<file path="config.mk">
export PLATFORM = sky130hd
export DESIGN_NAME = mode_ctl_reg
export DESIGN_NICKNAME = d
export VERILOG_FILES = /design/src/rtl/mode_ctl_pkg.sv /design/src/rtl/mode_ctl_decode.sv /design/src/rtl/mode_ctl_lock.sv /design/src/rtl/mode_ctl_fields.sv /design/src/rtl/mode_ctl_reg.sv
export SDC_FILE = /design/constraint.sdc
export NUM_CORES = 1
export LEC_CHECK = 0
export BUFFER_PORTS_ARGS = -buffer_cell sky130_fd_sc_hd__clkbuf_2
export CAP_MARGIN = 20
export CORE_MARGIN = 2
export CORE_UTILIZATION = 25
export DETAILED_ROUTE_END_ITERATION = 10
export SKIP_LAST_GASP = 1
export SLEW_MARGIN = 20
export SYNTH_ARGS = -nofsm -noshare
export SYNTH_HDL_FRONTEND = slang
export SYNTH_SLANG_ARGS = --single-unit
</file>
<file path="constraint.sdc">
create_clock -name clk -period 1.37 [get_ports clk]
set_input_delay 0.0685 -clock clk [delete_from_list [all_inputs] [get_ports clk]]
set_output_delay 0.0685 -clock clk [all_outputs]
set_load 0.005 [all_outputs]
</file>
<file path="src/rtl/mode_ctl_pkg.sv">
package mode_ctl_pkg;

    localparam int REG_W = 8;

    typedef struct packed {
        logic [1:0] div_sel;
        logic       osc_rc;
        logic       xosc_stop;
        logic       rosc_stop;
        logic       stack_page;
        logic [1:0] proc_mode;
    } mode_reg_t;

    // bit positions guarded by the write-once lock
    localparam logic [REG_W-1:0] GUARD_MASK = 8'b0010_0011;

endpackage

</file>
<file path="src/rtl/mode_ctl_decode.sv">
module mode_ctl_decode #(
    parameter int              ADDR_W   = 8,
    parameter logic [ADDR_W-1:0] REG_ADDR = 8'h2C
) (
    input  logic              wr_en,
    input  logic [ADDR_W-1:0] addr,
    output logic              hit
);
    always_comb begin
        hit = wr_en && (addr == REG_ADDR);
    end
endmodule

</file>
<file path="src/rtl/mode_ctl_lock.sv">
module mode_ctl_lock (
    input  logic clk,
    input  logic rst_n,
    input  logic hit,
    input  logic bit_op,
    output logic lock_q,
    output logic guard_load
);
    logic lock_d;

    always_comb begin
        guard_load = hit && !lock_q && !bit_op;
        lock_d     = lock_q || hit;
    end

    always_ff @(posedge clk or negedge rst_n) begin
        if (!rst_n) lock_q <= 1'b0;
        else        lock_q <= lock_d;
    end
endmodule

</file>
<file path="src/rtl/mode_ctl_fields.sv">
module mode_ctl_fields
    import mode_ctl_pkg::*;
(
    input  mode_reg_t  reg_q,
    output logic [1:0] clk_div_sel,
    output logic       osc_rc,
    output logic       xosc_stop,
    output logic       rosc_stop,
    output logic       stack_page,
    output logic [1:0] proc_mode
);
    always_comb begin
        clk_div_sel = reg_q.div_sel;
        osc_rc      = reg_q.osc_rc;
        xosc_stop   = reg_q.xosc_stop;
        rosc_stop   = reg_q.rosc_stop;
        stack_page  = reg_q.stack_page;
        proc_mode   = reg_q.proc_mode;
    end
endmodule

</file>
<file path="src/rtl/mode_ctl_reg.sv">
module mode_ctl_reg
    import mode_ctl_pkg::*;
#(
    parameter int                ADDR_W    = 8,
    parameter logic [ADDR_W-1:0] REG_ADDR  = 8'h2C,
    parameter logic [REG_W-1:0]  RESET_VAL = 8'h80
) (
    input  logic              clk,
    input  logic              rst_n,
    input  logic              wr_en,
    input  logic [ADDR_W-1:0] addr,
    input  logic [REG_W-1:0]  wr_data,
    input  logic              bit_op,
    output logic [REG_W-1:0]  rd_data,
    output logic [1:0]        clk_div_sel,
    output logic              osc_rc,
    output logic              xosc_stop,
    output logic              rosc_stop,
    output logic              stack_page,
    output logic [1:0]        proc_mode
);
    localparam logic [REG_W-1:0] FREE_MASK = ~GUARD_MASK;

    logic      hit;
    logic      lock_q;
    logic      guard_load;
    mode_reg_t reg_d, reg_q;

    mode_ctl_decode #(.ADDR_W(ADDR_W), .REG_ADDR(REG_ADDR)) u_dec (
        .wr_en (wr_en),
        .addr  (addr),
        .hit   (hit)
    );

    mode_ctl_lock u_lock (
        .clk        (clk),
        .rst_n      (rst_n),
        .hit        (hit),
        .bit_op     (bit_op),
        .lock_q     (lock_q),
        .guard_load (guard_load)
    );

    always_comb begin
        logic [REG_W-1:0] cur, nxt;
        cur = reg_q;
        nxt = cur;
        for (int i = 0; i < REG_W; i++) begin
            if (FREE_MASK[i] && hit)        nxt[i] = wr_data[i];
            if (GUARD_MASK[i] && guard_load) nxt[i] = wr_data[i];
        end
        reg_d = mode_reg_t'(nxt);
    end

    always_ff @(posedge clk or negedge rst_n) begin
        if (!rst_n) reg_q <= mode_reg_t'(RESET_VAL);
        else        reg_q <= reg_d;
    end

    assign rd_data = reg_q;

    mode_ctl_fields u_fields (
        .reg_q       (reg_q),
        .clk_div_sel (clk_div_sel),
        .osc_rc      (osc_rc),
        .xosc_stop   (xosc_stop),
        .rosc_stop   (rosc_stop),
        .stack_page  (stack_page),
        .proc_mode   (proc_mode)
    );
endmodule

</file>
# == Word level (Yosys, flattened, before mapping) ==
# Index checks and enable logic that the tools add are counted.
# W data, S select, Z words.
# word_totals
in_bits,20
n_memories,0
out_inout_bits,16
mem_bits_ro,0
register_bits,9
latchBits,0
elab_cells,14
ramBits,0
# classes
n_eq_ne,1
mux,0
shifts,0
div,0
reduce_logical,6
order_cmp,0
add_sub_neg,0
bitwise,0
mul,0
# op_table
cell,count
$eq A8 B6 Y1 const B,1
$logic_and A1 B1 Y1,3
$logic_not A1 Y1,2
$logic_or A1 B1 Y1,1

# == Logic depth before layout (Yosys ltp) ==
# depth
depth_word,4
ltp_mapped,3
depth_no_buf,3

# == By module ==
# A second synthesis with hierarchy kept.
# unflattened
cells_unflattened,30
hier_area_um2,419.2
# modules_own_cells
module,seq_area_each_um2,cells_each,n_inst,area_per_inst_um2
mode_ctl_reg,201.4,16,1,291.5
mode_ctl_fields,0.0,8,1,60.1
mode_ctl_lock,25.0,3,1,43.8
mode_ctl_decode,0.0,3,1,23.8

# == Worst setup path before layout ==
# Ideal clock, no wire load.
# synth_timing
path_kind,register to register
from,reg u_lock.lock_q
to,"reg, netlist name rd_data[0]"
synth_period_minus_slack_ps,1017
required_time_ps,1245
arrival_time_ps,892
setup_time_ps,125
stages_incl_launch_ff,4
n_path_buf,0
slack_ps,353
cell_sequence,dfrtp_1 -> nor2_1 -> nand4b_1 -> mux2_2
# synth_via
elab_chain_len,3
# synth_lines
item,line,source
from (decl),mode_ctl_lock.sv:6,"output logic lock_q,"
from (signal assigned),mode_ctl_lock.sv:18,else lock_q <= lock_d;
$logic_not A1 Y1,mode_ctl_lock.sv:12,guard_load = hit && !lock_q && !bit_op;
$logic_and A1 B1 Y1 (2 in a row),mode_ctl_lock.sv:12,
# No other way between the ends.
# A chain may end at the register's enable or synchronous reset.

# == Worst setup path after layout ==
# layout_timing
from,reg u_lock.lock_q
to,"reg, netlist name rd_data[1]"
# layout_via
elab_chain_len,3
# layout_lines
item,line
$logic_not A1 Y1,mode_ctl_lock.sv:12
$logic_and A1 B1 Y1 (2 in a row),mode_ctl_lock.sv:12
# No other way between the ends.

==> PnR_summary.wiki <==
{| class="wikitable"
! Metric !! Value
|-
| Row cnt || 15
|-
| Placed Cells || 76
|-
| Height of the die || 46.2 um
|-
| Drt drc || 0
|-
| Number of global-route vias before repair || 334
|-
| Power per cell area || 892 mW/mm2
|-
| Class of the most critical setup path || reg2reg
|-
| Highest cell delay on the worst timing path || 0.37 ns
|-
| Clock tree from TritonCTS || yes
|-
| Clock transition at the registers of the reported paths || 0.06 ns
|-
| Worst path arrival time || 1.25 ns
|-
| F_max || 0.891 GHz
|-
| Antenna violations before repair || 0
|-
| Fraction of the yosys area taken by sequential cells || 0.510
|-
| Net count, final || 85
|-
| Cell taking the most area after synthesis || dfrtp_1
|-
| Number of design-rule violations left by the first detailed-router iteration || 0
|-
| Final instance count without filler cells || 81
|-
| Number of vias per cell after detailed routing || 4.40
|-
| Via count || 356
|-
| Floorplan die area || 0.00213 mm2
|-
| Result of the run || completed
|-
| RSZ-0062 raised after global routing || no
|-
| Starting density of the core || 0.263
|-
| Level count of the clock H-tree || 1
|-
| Seq cells post-synth || 9
|-
| Total core area || 0.00169 mm2
|-
| Number of port buffers || 35
|-
| Global-route congestion overflow total || 0
|-
| CP endpoint kind || flip-flop
|-
| Post-CTS setup repair buffer count || 0
|-
| Wire length of the first global-routing pass || 1340 um
|-
| Final critical path time including I/O delays and setup || 1.12 ns
|-
| Final number of hold-violating endpoints || 0
|-
| Number of maximum-capacitance constraint violations || 0
|-
| Clock latency on the worst-skew pair || 0.25 ns
|-
| # hold bufs at CTS || 1
|-
| Number of buffers created by CTS || 3
|-
| Cell variety after synth || 11
|-
| Wire length per cell || 10.9 um
|-
| Proportion of layout cells with a drive suffix above 1 || 0.766
|-
| Count of TritonRoute iterations in the first routing pass || 1
|-
| Number of max-slew violations in the final report || 0
|-
| Path class of the lowest-slack min-delay path || in2reg
|-
| Share of the synthesized area in the top cell type || 0.451
|-
| Routability congestion estimate || 0.580
|-
| IR Drop Worst-Case VDD || 0.408 mV
|-
| Number of clock sinks || 9
|-
| Area growth syn-to-layout || 38.9%
|-
| Static leakage || 0.378 nW
|-
| Dominant cells by area after synthesis || dfrtp_1, mux2_2, buf_4, dfstp_2, nor4b_4
|-
| Final worst-path cycle share || 0.819
|-
| Cell with the largest stage delay on the worst path || dfrtp_1
|-
| Crit path required time || 1.50 ns
|-
| Routed wire length || 879 um
|-
| Overall global routing resource usage || 0.0945
|-
| Count of warnings emitted by yosys || 0
|-
| Kind of launch point of the worst setup path || flip-flop
|-
| Slew headroom || 0.794
|-
| Transition at the pin with the smallest max-transition slack || 0.309 ns
|-
| Gates resized, CTS repair || 0
|-
| Inserted Diodes || 0
|-
| Cell Chain, Critical Path || nor2_1 -> nand4b_1 -> mux2_2
|-
| Die span in x || 46.2 um
|-
| Cell chosen for the clock root || clkbuf_4
|-
| Maximum clock insertion buffer count || 2
|-
| Number of top-level pins || 36
|-
| Net count of the mapped netlist || 52
|-
| Final TNS setup || 0 ns
|-
| Largest net degree at the start of global routing || 10
|-
| Final setup violation count || 0
|-
| Post-synthesis area per instance || 13.9 um2
|-
| Clock Skews || 0.000126 ns
|-
| Syn Std Cell Area || 444 um2
|-
| Mapped Cells || 32
|-
| Maximum fanout encountered on the critical timing path || 3
|-
| Antenna-violating nets left || 0
|}
path summary, 6_finish.rpt:
check                                              from                      end  slack [ns]  cells after the start
worst max register to register  u_lock.lock_q$_DFF_PN0_   rd_data[1]$_DFFE_PN0P_        0.25                      3
max in group asynchronous                         rst_n   rd_data[7]$_DFFE_PN1P_        0.93                      2
worst min-delay path                         wr_data[5]   rd_data[5]$_DFFE_PN0P_        0.05                      2
worst min register to register  u_lock.lock_q$_DFF_PN0_  u_lock.lock_q$_DFF_PN0_        0.46                      1
worst max-delay path            u_lock.lock_q$_DFF_PN0_   rd_data[1]$_DFFE_PN0P_        0.25                      3
min in group asynchronous                         rst_n   rd_data[1]$_DFFE_PN0P_        0.20                      2
sequential cells by signal (all words and copies together), names as in the netlist:
| name | flops |
|---|---|
| u_lock.lock_q | 1 |
| rd_data | 8 |
per-stage QoR:
stage / hold WS [ns] / total power, mW / setup WS (ns) / area, um2 / utilization
2_1_floorplan: -0.227 / 0.322 / 0.353 / 444 / -
3_3_place_gp: -0.0669 / 0.363 / 0.211 / 581 / 0.344
3_5_place_dp: -0.0655 / 0.365 / 0.146 / 581 / 0.344
4_1_cts: 0.0413 / 0.566 / 0.233 / 617 / 0.365
5_1_grt: 0.0345 / 0.593 / 0.177 / 617 / 0.365
6_report: 0.0493 / 0.550 / 0.248 / 617 / 0.365
power by group:
group	total [mW]	leakage, nW	internal, mW	switching, mW
Sequential	0.287	0.121	0.279	0.00795
Clock	0.190	0.0150	0.111	0.0788
Combinational	0.0733	0.242	0.0452	0.0281
Total	0.550	0.378	0.436	0.115
cells by family after synthesis:
group,Yosys count,share of synthesized area
and+or+nand+nor,7,0.152
buffers and inverters,8,0.135
DFF,9,0.510
muxes,8,0.203
placed cells by master (no fill, tap or decap):
cell and instances:
clkbuf_2 35, or2b_1 1, nor2_1 1, clkbuf_4 3
nor4b_4 1, nand4_2 1, dlygate4sd3_1 1, dfrtp_1 8
nand2_1 1, nand4b_1 1, mux2_2 8, dfstp_2 1
nor3b_1 1, clkbuf_1 1
cell type report:
| class | instances | area [um2] |
|---|---|---|
| Multi-Input combinational cell | 15 | 158 |
| Timing Repair Buffer | 36 | 185 |
| Clock buffer | 4 | 26.3 |
| Sequential cell | 9 | 226 |
| Fill cell | 184 | 1070 |
| Tap cell | 17 | 21.3 |
critical path, delay by kind of cell, from the launching register on:
family	cells	cell delay, ns
muxes	1	0.33
DFF	1	0.37
and+or+nand+nor	2	0.30
cell usage after synthesis:
cell,number
buf_4,8
dfrtp_1,8
dfstp_2,1
mux2_2,8
nand2_1,1
nand4_2,1
nand4b_1,1
nor2_1,1
nor3b_1,1
nor4b_4,1
or2b_1,1
layer usage:
metal,part of all wire,GRT usage,up-vias
li1,-,-,170
met4,0,0.0857,0
met1,0.37,0.0944,168
met5,0,0,-
met3,0.073,0.0275,0
met2,0.55,0.156,18
Power figures use the tool's default switching activity.
